$ cat config.mk
export PLATFORM = sky130hd
export DESIGN_NAME = can_rx_errdet
export DESIGN_NICKNAME = d
export VERILOG_FILES = /design/src/rtl/can_rx_pkg.sv /design/src/rtl/can_destuff.sv /design/src/rtl/can_crc_gen.sv /design/src/rtl/can_id_filter.sv /design/src/rtl/can_rx_errdet.sv
export SDC_FILE = /design/constraint.sdc
export NUM_CORES = 1
export LEC_CHECK = 0
export BUFFER_PORTS_ARGS = -buffer_cell sky130_fd_sc_hd__clkbuf_2
export CAP_MARGIN = 10
export CELL_PAD_IN_SITES_DETAIL_PLACEMENT = 0
export CELL_PAD_IN_SITES_GLOBAL_PLACEMENT = 2
export CORE_MARGIN = 2
export CORE_UTILIZATION = 30
export CTS_BUF_LIST = sky130_fd_sc_hd__clkbuf_4 sky130_fd_sc_hd__clkbuf_8
export DETAILED_ROUTE_END_ITERATION = 6
export PLACE_DENSITY = 0.75
export SLEW_MARGIN = 20
export SYNTH_ARGS = -nofsm -noshare
export SYNTH_HDL_FRONTEND = slang
export SYNTH_SLANG_ARGS = --single-unit
$ cat constraint.sdc
create_clock -name clk -period 2.5 [get_ports clk]
set_clock_uncertainty 0.1 [all_clocks]
set_input_delay 0.125 -clock clk [delete_from_list [all_inputs] [get_ports clk]]
set_output_delay 0.125 -clock clk [all_outputs]
set_load 0.02 [all_outputs]
$ cat src/rtl/can_rx_pkg.sv
package can_rx_pkg;

  typedef enum logic [3:0] {
    ST_IDLE,
    ST_RECOVER,
    ST_ARB,
    ST_CTRL,
    ST_DATA,
    ST_CRC,
    ST_CRC_DLM,
    ST_ACK_SLOT,
    ST_ACK_DLM,
    ST_EOF
  } rx_state_e;

endpackage

$ cat src/rtl/can_destuff.sv
module can_destuff #(
  parameter int RUN = 5
) (
  input  logic clk,
  input  logic rst_n,
  input  logic start,
  input  logic active,
  input  logic in_valid,
  input  logic in_bit,
  output logic take,
  output logic skip,
  output logic viol,
  output logic due
);
  localparam int RW = $clog2(RUN + 1);

  logic [RW-1:0] run_q;
  logic          last_q;

  assign due  = (run_q == RW'(RUN));
  assign take = in_valid && active && !due;
  assign skip = in_valid && active && due && (in_bit != last_q);
  assign viol = in_valid && active && due && (in_bit == last_q);

  always_ff @(posedge clk or negedge rst_n) begin
    if (!rst_n) begin
      run_q  <= '0;
      last_q <= 1'b1;
    end else if (start) begin
      run_q  <= RW'(1);
      last_q <= 1'b0;
    end else if (in_valid && active) begin
      if (due || (in_bit != last_q)) begin
        run_q  <= RW'(1);
        last_q <= in_bit;
      end else begin
        run_q  <= run_q + RW'(1);
      end
    end
  end

endmodule

$ cat src/rtl/can_crc_gen.sv
module can_crc_gen #(
  parameter int             W    = 15,
  parameter logic [W-1:0]   POLY = 15'h4599
) (
  input  logic clk,
  input  logic rst_n,
  input  logic clear,
  input  logic shift,
  input  logic din,
  output logic zero
);
  logic [W-1:0] rem_q;
  logic         fb;

  assign fb   = din ^ rem_q[W-1];
  assign zero = (rem_q == '0);

  always_ff @(posedge clk or negedge rst_n) begin
    if (!rst_n) begin
      rem_q <= '0;
    end else if (clear) begin
      rem_q <= '0;
    end else if (shift) begin
      rem_q <= {rem_q[W-2:0], 1'b0} ^ (fb ? POLY : '0);
    end
  end

endmodule

$ cat src/rtl/can_id_filter.sv
module can_id_filter #(
  parameter int ID_W = 11
) (
  input  logic [ID_W-1:0] id,
  input  logic [ID_W-1:0] ref_id,
  input  logic [ID_W-1:0] mask,
  output logic            hit
);
  assign hit = (((id ^ ref_id) & mask) == '0);
endmodule

$ cat src/rtl/can_rx_errdet.sv
module can_rx_errdet
  import can_rx_pkg::*;
#(
  parameter int             ID_W      = 11,
  parameter int             DLC_W     = 4,
  parameter int             MAX_BYTES = 8,
  parameter int             CRC_W     = 15,
  parameter logic [CRC_W-1:0] CRC_POLY = 15'h4599,
  parameter int             STUFF_RUN = 5,
  parameter int             EOF_LEN   = 7
) (
  input  logic            clk,
  input  logic            rst_n,
  input  logic            bit_valid,
  output logic            bit_ready,
  input  logic            rx_bit,
  input  logic [ID_W-1:0] flt_id,
  input  logic [ID_W-1:0] flt_mask,
  output logic            stuff_err,
  output logic            form_err,
  output logic            crc_err,
  output logic            ack_drive,
  output logic            frame_ok,
  output logic            store_en
);
  localparam int ARB_LEN  = ID_W + 1;
  localparam int CTRL_LEN = DLC_W + 2;
  localparam int MAX_BITS = MAX_BYTES * 8;
  localparam int CNT_TOP  = (MAX_BITS > CRC_W) ? MAX_BITS : CRC_W;
  localparam int CNT_W    = $clog2(CNT_TOP + 1);

  rx_state_e          state;
  logic [CNT_W-1:0]   cnt;
  logic [ARB_LEN-1:0] arb_q;
  logic [CTRL_LEN-1:0] ctrl_q;
  logic [CNT_W-1:0]   data_bits_q;

  logic sof, in_field, stf_active, stf_take, stf_skip, stf_viol, stf_due;
  logic crc_zero, crc_shift, id_hit;
  logic [DLC_W-1:0] dlc_now;
  logic [CNT_W-1:0] nbytes, data_len;

  assign bit_ready = 1'b1;

  assign sof       = (state == ST_IDLE) && bit_valid && !rx_bit;
  assign in_field  = (state == ST_ARB) || (state == ST_CTRL) ||
                     (state == ST_DATA) || (state == ST_CRC);
  assign stf_active = in_field || ((state == ST_CRC_DLM) && stf_due);
  assign crc_shift = stf_take && in_field;

  can_destuff #(.RUN(STUFF_RUN)) u_destuff (
    .clk      (clk),
    .rst_n    (rst_n),
    .start    (sof),
    .active   (stf_active),
    .in_valid (bit_valid),
    .in_bit   (rx_bit),
    .take     (stf_take),
    .skip     (stf_skip),
    .viol     (stf_viol),
    .due      (stf_due)
  );

  can_crc_gen #(.W(CRC_W), .POLY(CRC_POLY)) u_crc (
    .clk   (clk),
    .rst_n (rst_n),
    .clear (sof),
    .shift (crc_shift),
    .din   (rx_bit),
    .zero  (crc_zero)
  );

  can_id_filter #(.ID_W(ID_W)) u_filter (
    .id     (arb_q[ARB_LEN-1:1]),
    .ref_id (flt_id),
    .mask   (flt_mask),
    .hit    (id_hit)
  );

  // data length from the length code in its final bit, remote frames carry none
  always_comb begin
    dlc_now = {ctrl_q[DLC_W-2:0], rx_bit};
    if (int'(dlc_now) > MAX_BYTES) nbytes = CNT_W'(MAX_BYTES);
    else                           nbytes = CNT_W'(dlc_now);
    data_len = arb_q[0] ? '0 : {nbytes[CNT_W-4:0], 3'b000};
  end

  always_ff @(posedge clk or negedge rst_n) begin
    if (!rst_n) begin
      state       <= ST_IDLE;
      cnt         <= '0;
      arb_q       <= '0;
      ctrl_q      <= '0;
      data_bits_q <= '0;
      stuff_err   <= 1'b0;
      form_err    <= 1'b0;
      crc_err     <= 1'b0;
      ack_drive   <= 1'b0;
      frame_ok    <= 1'b0;
      store_en    <= 1'b0;
    end else begin
      stuff_err <= 1'b0;
      form_err  <= 1'b0;
      crc_err   <= 1'b0;
      frame_ok  <= 1'b0;
      store_en  <= 1'b0;
      if (stf_viol) begin
        stuff_err <= 1'b1;
        state     <= ST_RECOVER;
      end else begin
        unique case (state)
          ST_IDLE: if (sof) begin
            state <= ST_ARB;
            cnt   <= '0;
          end
          ST_RECOVER: if (bit_valid && rx_bit) state <= ST_IDLE;
          ST_ARB: if (stf_take) begin
            arb_q <= {arb_q[ARB_LEN-2:0], rx_bit};
            if (cnt == CNT_W'(ARB_LEN - 1)) begin
              state <= ST_CTRL;
              cnt   <= '0;
            end else cnt <= cnt + 1'b1;
          end
          ST_CTRL: if (stf_take) begin
            ctrl_q <= {ctrl_q[CTRL_LEN-2:0], rx_bit};
            if (cnt == CNT_W'(CTRL_LEN - 1)) begin
              cnt         <= '0;
              data_bits_q <= data_len;
              state       <= (data_len == '0) ? ST_CRC : ST_DATA;
            end else cnt <= cnt + 1'b1;
          end
          ST_DATA: if (stf_take) begin
            if (cnt == data_bits_q - 1'b1) begin
              state <= ST_CRC;
              cnt   <= '0;
            end else cnt <= cnt + 1'b1;
          end
          ST_CRC: if (stf_take) begin
            if (cnt == CNT_W'(CRC_W - 1)) begin
              state <= ST_CRC_DLM;
              cnt   <= '0;
            end else cnt <= cnt + 1'b1;
          end
          ST_CRC_DLM: if (bit_valid && !stf_skip) begin
            if (!rx_bit) begin
              form_err <= 1'b1;
              state    <= ST_RECOVER;
            end else if (!crc_zero) begin
              crc_err <= 1'b1;
              state   <= ST_RECOVER;
            end else begin
              ack_drive <= 1'b1;
              state     <= ST_ACK_SLOT;
            end
          end
          ST_ACK_SLOT: if (bit_valid) begin
            ack_drive <= 1'b0;
            state     <= ST_ACK_DLM;
          end
          ST_ACK_DLM: if (bit_valid) begin
            if (rx_bit) begin
              state <= ST_EOF;
              cnt   <= '0;
            end else begin
              form_err <= 1'b1;
              state    <= ST_RECOVER;
            end
          end
          ST_EOF: if (bit_valid) begin
            if (cnt == CNT_W'(EOF_LEN - 1)) begin
              state <= ST_IDLE;
            end else if (!rx_bit) begin
              form_err <= 1'b1;
              state    <= ST_RECOVER;
            end else begin
              if (cnt == CNT_W'(EOF_LEN - 2)) begin
                frame_ok <= 1'b1;
                store_en <= id_hit;
              end
              cnt <= cnt + 1'b1;
            end
          end
          default: state <= ST_IDLE;
        endcase
      end
    end
  end

endmodule

==> impl.org, run 1 <==
** Outcome
- Outcome :: completed

** Synthesis
- Syn_nets :: 364
- The Yosys step of the flow raised 0 warnings.
- The average instance in the mapped netlist occupies 9.67 um2.
- Most frequently used flop master after synthesis :: dfrtp_1
- EDFF count, synth :: 0
- Share of synthesized registers carrying an async set or reset :: 1.00
- After synthesis the cells add up to 3210 um2.
- Sequential element share of the synthesized area :: 0.429
- Synthesis produced 332 cells.
- Synthesis inferred 55 register bits.
- Yosys mapped the design onto 72 distinct sky130hd cell types.

** Global route
- Total overflow reported by the global router :: 0
- The initial antenna violation count came to 0.
- Largest net degree at the start of global routing :: 34
- GR peak layer :: met2
- M3 GR Usage :: 0.0200
- GRT Overall Usage :: 0.143
- Wire length of the first global-routing pass :: 13.2 mm
- Met2 GRT Util :: 0.221
- Global-route track usage on met1 :: 0.211
- The via count of the first global-routing pass was 2617.

** Finish
- FILL cells :: 1111
- Relative to the synthesized area, the layout overhead comes to 15.9%.
- Share of layout cells above drive strength 1 :: 0.256
- Leading cell types in the layout, fill and taps excluded :: 53 x dfrtp_1, 38 x nand2_1, 31 x clkbuf_2, 26 x nand3_1, 22 x buf_4
- Share of the core filled with cells in the final layout :: 0.359
- At the end of the flow, the number of nets in the layout was 406.
- Most common cell after layout, fill and taps aside :: dfrtp_1
- The number of antenna diodes in the final layout is 0.

** Clock tree
- In this run the deepest clock path goes through 2 buffers.
- Maximum level of the CTS H-tree :: 2
- Total CTS buffers :: 5
- Clock tree synthesis selected as its root buffer the cell clkbuf_8.
- The clock drives 55 sinks.
- Clk_lat worst skew :: 310 ps
- The number of setup buffers added after CTS is 0.
- After clock tree synthesis, the clock-pin slew on the worst setup and hold paths is 100 ps.
- Clock tree from TritonCTS :: built

** Timing
- Achievable clock frequency :: 424 MHz
- Final period utilization :: 0.943
- Relative slew slack :: 0.530
- Setup violations remaining at the end of the flow were counted as 0.
- Number of pins exceeding their max-slew limit in the final report :: 0
- The worst path meets setup with 142 ps of slack.
- Setup TNS after final layout :: 0 ps
- Final critical-path required period :: 2360 ps
- Setup repair after global routing missed its margin :: false
- The count of final hold-check violations was 0.
- Transition at the pin with the smallest max-transition slack :: 700 ps

** Detailed routing
- Vias :: 2659
- DRT antenna net count :: 0
- The detailed router finished its first iteration with 91 violations.
- After detailed routing, the number of vias per cell comes to 5.20.
- The first TritonRoute pass finished after 4 iterations.
- Routed wire length per instance :: 15.5 um
- Summed over all layers, the routed wires come to 7.92 mm.
- Post-route DRC :: 0

** Die
- The floorplan step set the die width to 107 um.
- Die area :: 11500 um2
- During I/O placement, the number of pins put on the boundary was 33.
- The die is 107 um tall.
- For this configuration, the core starts out at a cell density of 0.310.
- Area of the core region :: 10400 um2
- After floorplanning, the core was divided into 37 placement rows.

** Place
- Worst slack, placed :: 134 ps
- Global placer's final weighted congestion :: 0.845
- PortBufs :: 31
- Placed wire-length estimate :: 5.85 mm

** Setup path
- Worst-path maximum fanout :: 15
- The critical path in this run is classified as reg -> reg.
- Critical path required time :: 2600 ps
- Startpoint types :: flip-flop
- STA classifies the critical path endpoint as a flip-flop.
- STA puts the critical path data arrival time at 2460 ps.

** Pwr
- Dividing total power by cell area gives a power density of 1010 nW/um2.
- For this design the static power due to leakage is 0.00175 uW.
- The worst-case IR drop observed on VDD is 0.353 mV.

** Flow run
- Max-cap violations in this run came to 0.

** Min path
- Worst hold path type :: in -> reg
-- report_power, final --
| part | internal [uW] | switching [uW] | leakage, uW |
|---|---|---|---|
| combinational | 803 | 988 | 0.000967 |
| sequential | 1130 | 299 | 0.000729 |
| clock | 233 | 306 | 0.0000522 |
| total | 2170 | 1590 | 0.00175 |
-- stage by stage --
| stage | std cells | hold slack [ps] | instance area [um2] | total power [uW] |
|---|---|---|---|---|
| finish | 511 | 61.8 | 3720 | 3760 |
| global route | 511 | 54.1 | 3720 | 4070 |
| CTS | 511 | 54.1 | 3720 | 3800 |
| detailed placement | 502 | 85.6 | 3610 | 3230 |
| global placement | 502 | 82.5 | 3610 | 3210 |
| floorplan | 332 | -271 | 3210 | 2700 |
-- critical path, stage by stage (launching register included) --
cell      delay (ps)
dfrtp_1          580
or4b_1           620
a41o_1           250
o2111a_1         140
and3_1           270
a31oi_1          230
nor3_2            50
-- metal layers --
layer,vias up,share of wire,routed length [um]
met5,-,0,0
li1,1278,-,-
met4,0,0.013,104
met2,62,0.46,3610
met3,10,0.034,267
met1,1309,0.50,3940
-- worst paths after layout --
kind | cells after the start | slack [ps] | start | endpoint
max reg2reg | 6 | 140 | state[2] | state[2]
max | 6 | 140 | state[2] | state[2]
max in group asynchronous | 3 | 1340 | rst_n | u_destuff.last_q
min | 3 | 60 | flt_mask[3] | store_en
min in group asynchronous | 2 | 270 | rst_n | u_crc.rem_q[2]
min reg2reg | 2 | 400 | u_crc.rem_q[0] | u_crc.rem_q[1]
-- sequential cells by signal (all words and copies together), names as in the netlist --
| name | cells |
|---|---|
| crc_err | 1 |
| u_destuff.run_q | 3 |
| form_err | 1 |
| frame_ok | 1 |
| u_crc.rem_q | 15 |
| cnt | 7 |
| stuff_err | 1 |
| data_bits_q | 4 |
| ctrl_q | 3 |
| store_en | 1 |
| arb_q | 12 |
| state | 4 |
| u_destuff.last_q | 1 |
| ack_drive | 1 |
-- area by class of cell --
type                            instances  area (um2)  share of cell area
Inverter                               12        45.0              0.0121
Sequential cell                        55        1380               0.370
Tap cell                              136         170              0.0457
Multi-Input combinational cell        245        1680               0.451
Clock inverter                          2        17.5             0.00471
Timing Repair Buffer                   55         350              0.0941
Clock buffer                            6        82.6              0.0222
-- synth_stat cells (3+ instances only) --
library cell  number  area share
nand3_1           26       0.041
o21ai_0           18       0.028
clkbuf_1           6      0.0070
xor2_1            18       0.049
nor3_1             7       0.011
nand2_1           38       0.044
a31oi_1            5      0.0097
ha_1               6       0.023
xnor2_1            8       0.022
o211ai_1           4      0.0094
buf_4              5       0.012
nor2b_1            3      0.0058
nor2_1            19       0.022
inv_1             12       0.014
nor4_1             6       0.012
and3_1             4      0.0078
a21oi_1            6      0.0094
dfrtp_1           54        0.42
mux2_2            14       0.049
a22o_1             4       0.011
buf_2              6      0.0094
-- timing repair --
item | CTS | global route
resized for setup | 0 | 1
setup endpoints to repair | 0 | 1
endpoints found under the hold margin | 22 | 0
hold buffers | 1 | 0
-- cell families (layout without fill, tap and decap cells) --
group,after synthesis,count (layout),synth area share
buffers and inverters,32,75,0.0483
and+or+nand+nor,129,129,0.214
xor gates and xnor gates,26,26,0.0709
muxes,15,15,0.0522
other,1,1,0.00117
DFF,55,55,0.429
adders and majority gates,6,6,0.0234
AOI/OAI and AO/OA,68,68,0.161
Power figures use the tool's default switching activity.
==> run 2: changes to the inputs <==
--- a/config.mk
+++ b/config.mk
@@ -14,2 +14,3 @@
 export CTS_BUF_LIST = sky130_fd_sc_hd__clkbuf_4 sky130_fd_sc_hd__clkbuf_8
+export CTS_CLUSTER_DIAMETER = 120
 export DETAILED_ROUTE_END_ITERATION = 6
==> constraint.sdc (replaced) <==
create_clock -name clk -period 2.5 [get_ports clk]
set_clock_uncertainty 0.1 [all_clocks]
set_input_delay 0.5 -clock clk [delete_from_list [all_inputs] [get_ports clk]]
set_output_delay 0.5 -clock clk [all_outputs]
set_load 0.02 [all_outputs]
==> run 2 against run 1 <==
Via count shrank 0.41%. Register-to-register slack is essentially flat. Highest routed layer unchanged. First-iteration DRC count increased by 44%. Non-clock buffer count unchanged. Sequential share of layout area rose by 0.10 points. Worst setup slack lost 5.6 ps. Utilization shrank 0.097 points. Maximum frequency is 0.24% lower.
==> impl.org, run 2 (same netlist as run 1, synthesis figures left out) <==
** Finish
- Largest register FFs :: 15 (unchanged)
- FILL cells :: 1075 (-3.2%)
- The count of antenna diodes in the layout was 0 (unchanged).
- More flip-flops sit in one register than any other, and that register is u_crc.rem_q.
- Non-Filler Instances :: 511 (unchanged)
- Largest registers in the final layout :: u_crc.rem_q (15), arb_q (12), cnt (7)
- The library cell used most frequently in the layout, excluding fill and tap cells, is dfrtp_1.
- Layout-stage area growth over the synthesis result :: 15.6%
- The ratio of cells with drive above 1 in the final layout came to 0.256 (unchanged).
- Leaving out fill and tap cells, the most frequent cells in the layout are 53 x dfrtp_1, 38 x nand2_1, 31 x clkbuf_2, 26 x nand3_1, 23 x buf_4.
- The cell area after layout came to 3710 um2 (-0.27%).
- Share of the core filled with cells in the final layout :: 0.358 (-0.000966)
- The number of nets in the final layout is 406 (unchanged).

** Pwr
- The net switching power was 1600 uW (+0.40%).
- The power share of the clock group came to 0.150 (+0.007).
- The worst-case vdd ir drop was 0.357 mV (+0.95%).
- Switching fraction of total power :: 0.427 (+0.00351)
- Relative contribution of sequential cells to total power :: 0.381 (about the same)
- Power, Total :: 3750 uW (-0.42%)
- The reported leakage power came to 0.00174 uW (-0.33%).
- The combinational fraction of design power came to 0.469 (-0.007).
- P_int :: 2150 uW (-1.0%)
- Power density normalized to cell area :: 1010 nW/um2 (-0.15%)

** Detailed routing
- The routed length per instance was 15.0 um (-3.3%).
- DRT Pass-1 Iters :: 4 (unchanged)
- DR vias/cell :: 5.18 (-0.41%)
- The final routed wirelength across all metal layers came to 7.66 mm (-3.3%).
- The post-detailed-route count of antenna-violating nets came to 0 (unchanged).
- The total number of vias was 2648 (-0.41%).
- Post-route DRC :: 0 (unchanged)
- Number of DRC markers after the initial detailed-route iteration :: 131 (+44%)

** Setup path
- The worst setup path is launched from a flip-flop.
- Worst setup path category :: reg -> reg
- Critical path required time :: 2620 ps (+20 ps)
- Arrival time reported for the critical path endpoint :: 2480 ps (+20 ps)
- Crit path capture type :: flip-flop
- Worst-path maximum fanout :: 17 (+2)

** Clock tree
- Total CTS buffers :: 5 (unchanged)
- The number of buffers added for setup after CTS is 0 (unchanged).
- Number of sinks on the clock net :: 55 (unchanged)
- Maximum level of the CTS H-tree :: 2 (unchanged)
- The maximum buffer depth of the clock tree was 2 (unchanged).
- The root buffer cell chosen for the clock tree is clkbuf_8.
- The insertion delay of the later-clocked pin in the worst-skew pair is 320 ps (about the same).
- Clock tree from TritonCTS :: built
- The post-CTS clock slew at the launch and capture registers of the worst setup and hold paths came to 120 ps (+20 ps).

** Place
- Placed instance area :: 3600 um2 (-0.35%)
- Placed wire-length estimate :: 5.71 mm (-2.3%)
- The number of placed instances with taps included is 502 (unchanged).
- The final RePlAce weighted congestion is 0.860 (+1.8%).
- PortBufs :: 31 (unchanged)

** Die
- The area of the die is 11500 um2 (unchanged).
- The cell row count is 37 (unchanged).
- The horizontal die dimension came to 107 um (unchanged).
- Starting Density :: 0.310 (unchanged)
- The die boundary height was 107 um (unchanged).
- The core box area is 10400 um2 (unchanged).
- Number of I/O pins :: 33 (unchanged)

** Global route
- GRT Overall Usage :: 0.144 (+0.000274)
- Vias in the first global route :: 2666 (+1.9%)
- The initial antenna violation count was 0 (unchanged).
- Largest net degree at the start of global routing :: 23 (-32%)
- The total congestion overflow came to 0 (unchanged).
- Wire length of the first global-routing pass :: 13.3 mm (+1.2%)

** Timing
- Setup TNS after final layout :: 0 ps (unchanged)
- Setup repair after global routing left no endpoint under its margin.
- The count of final hold-check violations was 0 (unchanged).
- The number of endpoints failing setup at the final stage is 0 (unchanged).
- Final critical-path required period :: 2360 ps (+5.57 ps)
- The actual slew at the worst max-slew pin is 531 ps (-169 ps).
- Relative slew slack :: 0.641 (+0.111)
- The count of pins over their slew limit came to 0 (unchanged).
- The maximum achievable frequency was 423 MHz (-0.24%).
- Final period utilization :: 0.945 (+0.00223)

** Min path
- The tightest min-delay check is of the reg -> reg type.

** Flow run
- Max capacitance violation total :: 0 (unchanged)

** Outcome
- Outcome :: completed
[run 2: changes by cell type in the layout (fill, tap and decap cells not counted), sizes merged]
cell,before,now
clkbuf,37,36
clkinv,0,2
inv,14,13
[run 2: power by group through the flow]
stage | Sequential, uW | Clock [uW] | Combinational, uW
6_report | 1430 | 561 | 1760
5_1_grt | 1480 | 621 | 1970
2_1_floorplan | 1310 | 0 | 1390
3_3_place_gp | 1440 | 0 | 1760
3_5_place_dp | 1440 | 0 | 1770
4_1_cts | 1430 | 588 | 1770
[run 2: per-stage QoR]
step,hold slack (ps),setup slack (ps)
6_report,406,137
3_3_place_gp,357,153
5_1_grt,423,19.1
3_5_place_dp,350,181
4_1_cts,413,149
2_1_floorplan,104,387
[run 2: area by class of cell]
class / count / area, um2 / area share
clock buffer: 5 / 68.8 / 0.0185
inverter: 12 / 45.0 / 0.0121
sequential: 55 / 1380 / 0.371
tap: 136 / 170 / 0.0458
multi-input combinational: 245 / 1680 / 0.452
clock inverter: 3 / 33.8 / 0.00910
timing repair buffer: 55 / 338 / 0.0910
[run 2: path summary, 6_finish.rpt]
path	cells after the start	to	slack (ps)	start
worst max-delay path	6	state[2]	140	state[0]
worst min-delay path	2	u_crc.rem_q[1]	410	u_crc.rem_q[0]
worst max register to register	6	state[2]	140	state[0]
worst min register to register	2	u_crc.rem_q[1]	410	u_crc.rem_q[0]
max in group asynchronous	3	u_destuff.last_q	1070	rst_n
min in group asynchronous	2	data_bits_q[3]	530	rst_n
[run 2: critical path, cell delays in order, from the launching register on]
cell and delay, ps:
dfrtp_1 580, or4b_1 650, a41o_1 250, o2111a_1 120, and3_1 260, a31oi_1 230, nor3_2 60
[run 2: timing repair]
item	in CTS	in global routing
endpoints found under the hold margin	13	0
gates resized for setup	0	1
hold buffers	1	0
setup endpoints to repair	0	1
[run 2: per-layer routing]
| metal | global-route usage | vias up | share of wire |
|---|---|---|---|
| li1 | - | 1284 | - |
| met1 | 0.207 | 1301 | 0.50 |
| met2 | 0.224 | 59 | 0.46 |
| met3 | 0.0230 | 4 | 0.035 |
| met4 | 0.0357 | 0 | 0.0056 |
| met5 | 0 | - | 0 |
==> run 3: changes to the inputs <==
PLACE_DENSITY = default   (was 0.75)
PLACE_DENSITY_LB_ADDON = 0.3   (was default)
==> run 3 against run 2 <==
Flip-flop and latch count is the same. Die area is the same. Critical path type unchanged. Critical path depth is the same. Clock power shrank 5.3%. Largest power group unchanged.
==> impl.org, run 3 (same netlist as run 1, synthesis figures left out) <==
** Place
- The post-placement worst setup slack is 163 ps (-17.6 ps).
- The HPWL reported at the end of detailed placement came to 5.53 mm (-3.3%).
- The total of buffers placed on input and output ports came to 31 (unchanged).
- Global placer's final weighted congestion :: 0.813 (-5.4%)

** Timing
- The worst hold slack was 67.4 ps (-339 ps).
- Final hold violation count :: 0 (unchanged)
- Final critical-path required period :: 2320 ps (-47.8 ps)
- Transition at the pin with the smallest max-transition slack :: 581 ps (+50.0 ps)
- Min setup slack post-route :: 184 ps (+47.8 ps)
- The count of pins over their slew limit came to 0 (unchanged).
- Final period utilization :: 0.926 (-0.0191)
- Count of final setup violators :: 0 (unchanged)
- The post-route setup TNS was 0 ps (unchanged).
- The relative slew slack was 0.613 (-0.0285).
- Achievable clock frequency :: 432 MHz (+2.1%)
- Setup repair after global routing left no endpoint under its margin.

** Clock tree
- Buffers from clock root to sink, at most :: 2 (unchanged)
- Post-CTS setup buffer count :: 0 (unchanged)
- Maximum level of the CTS H-tree :: 2 (unchanged)
- The clock buffer count from CTS came to 5 (unchanged).
- Post-CTS resize count :: 0 (unchanged)
- The insertion delay of the later-clocked pin in the worst-skew pair came to 310 ps (about the same).
- CTS Root Buffer Type :: clkbuf_8
- The number of buffers inserted by hold repair at cts came to 0 (-1).
- Clock tree from TritonCTS :: built
- Worst-path clk slew :: 110 ps (about the same)
- Number of sinks on the clock net :: 55 (unchanged)

** Pwr
- The reported leakage power was 0.00175 uW (+0.32%).
- The total power draw was 3740 uW (-0.22%).
- Power density normalized to cell area :: 1000 nW/um2 (-0.76%)
- Largest vdd supply drop :: 0.313 mV (-12%)

** Finish
- Relative to the synthesized area, the layout overhead comes to 16.3%.
- Leading cell types in the layout, fill and taps excluded :: 53 x dfrtp_1, 38 x nand2_1, 31 x clkbuf_2, 26 x nand3_1, 24 x buf_4
- Register with the highest flop count :: u_crc.rem_q
- The ratio of cells with drive above 1 in the final layout came to 0.266 (+0.00996).
- The count of antenna diodes in the layout is 0 (unchanged).
- Most common cell after layout, fill and taps aside :: dfrtp_1
- The number of inserted filler cells in the final layout was 1099 (+2.2%).
- Largest registers in the final layout :: u_crc.rem_q (15), arb_q (12), cnt (7)
- The flip-flop count of the largest register after layout was 15 (unchanged).
- The number of nets in the final layout is 407 (+0.25%).

** Setup path
- STA classifies the critical path startpoint as a flip-flop.
- Critical path required time :: 2610 ps (about the same)
- Register-to-register path setup slack :: 180 ps (+50 ps)
- Walking the worst path, the cells encountered are or4b_1, a41o_1, o2111a_1, and3_1, a31oi_1, nor3_2.
- On the critical path, the stage with the largest delay is an instance of dfrtp_1.
- The kind of cell with the highest combined delay along the critical path is simple AND/OR/NAND/NOR gates.
- Worst setup path category :: reg -> reg
- Arrival time reported for the critical path endpoint :: 2420 ps (-60 ps)
- The stage delay of the slowest cell on the critical path is 660 ps (about the same).
- The total buffers and inverters traversed by the critical path was 0 (unchanged).
- Worst-path maximum fanout :: 16 (-1)
- The worst setup path is captured at a flip-flop.
- Depth of the most critical reg-to-reg path :: 6 (unchanged)
- Number of stages on the worst setup path :: 6 (unchanged)

** Detailed routing
- The total number of vias was 2561 (-3.3%).
- The final routed wirelength across all metal layers was 7.49 mm (-2.2%).
- Number of DRC markers after the initial detailed-route iteration :: 92 (-30%)
- DRT antenna net count :: 0 (unchanged)
- The routed length per instance was 14.6 um (-2.4%).
- DR vias/cell :: 5.00 (-3.5%)
- The number of optimization iterations in the first detailed-route pass came to 4 (unchanged).
- The number of remaining DRC errors is 0 (unchanged).

** Global route
- Number of antenna violations at the first check in global routing :: 0 (unchanged)
- The first-pass GRT wire length was 12.7 mm (-5.0%).
- Vias in the first global route :: 2506 (-6.0%)
- The global routing usage summed across all routing layers is 0.137 (-0.00665).
- Total overflow reported by the global router :: 0 (unchanged)
- Largest net degree at the start of global routing :: 37 (+61%)

** Die
- The cell row count came to 37 (unchanged).
- Number of I/O pins :: 33 (unchanged)
- The die boundary height came to 107 um (unchanged).
- Area of the core region :: 10400 um2 (unchanged)
- Die area :: 11500 um2 (unchanged)
- The initial core utilization was 0.310 (unchanged).
- The horizontal die dimension came to 107 um (unchanged).

** Flow run
- The max-cap violation count is 0 (unchanged).

** Min path
- Worst hold path type :: in -> async

** Outcome
- Outcome :: completed
run 3: metrics by stage:
stage	area, um2	instances	util
floorplan	3210	332	-
global placement	3630	504	0.350
CTS	3720	512	0.359
detailed placement	3630	504	0.350
finish	3730	512	0.360
global route	3730	512	0.360
run 3: worst paths after layout:
| path | start | endpoint |
|---|---|---|
| worst max-delay path | state[1] | state[2] |
| worst min-delay path | rst_n | state[1] |
| worst max register to register | state[1] | state[2] |
| worst min register to register | u_crc.rem_q[4] | u_crc.rem_q[5] |
| max in group asynchronous | rst_n | u_crc.rem_q[14] |
| min in group clk | u_crc.rem_q[4] | u_crc.rem_q[5] |
run 3: layout make-up:
cell class	count	area, um2	share of cell area
clock buffers	6	76.3	0.0204
clock inverters	2	16.3	0.00436
inverters	12	45.0	0.0121
multi-input cells	245	1690	0.453
flip-flops and latches	55	1380	0.369
well taps	136	170	0.0456
repair buffers	56	355	0.0952
run 3: where the power goes:
| part | internal [uW] | switching, uW | total [uW] |
|---|---|---|---|
| sequential | 1130 | 292 | 1430 |
| clock | 213 | 317 | 531 |
| combinational | 833 | 949 | 1780 |
run 3: routing by layer:
layer,global-route usage,wire [um],up-vias
met5,0,0,-
met4,0.0375,85,0
met1,0.196,3740,1210
met3,0.0200,243,7
li1,-,-,1287
met2,0.216,3420,57
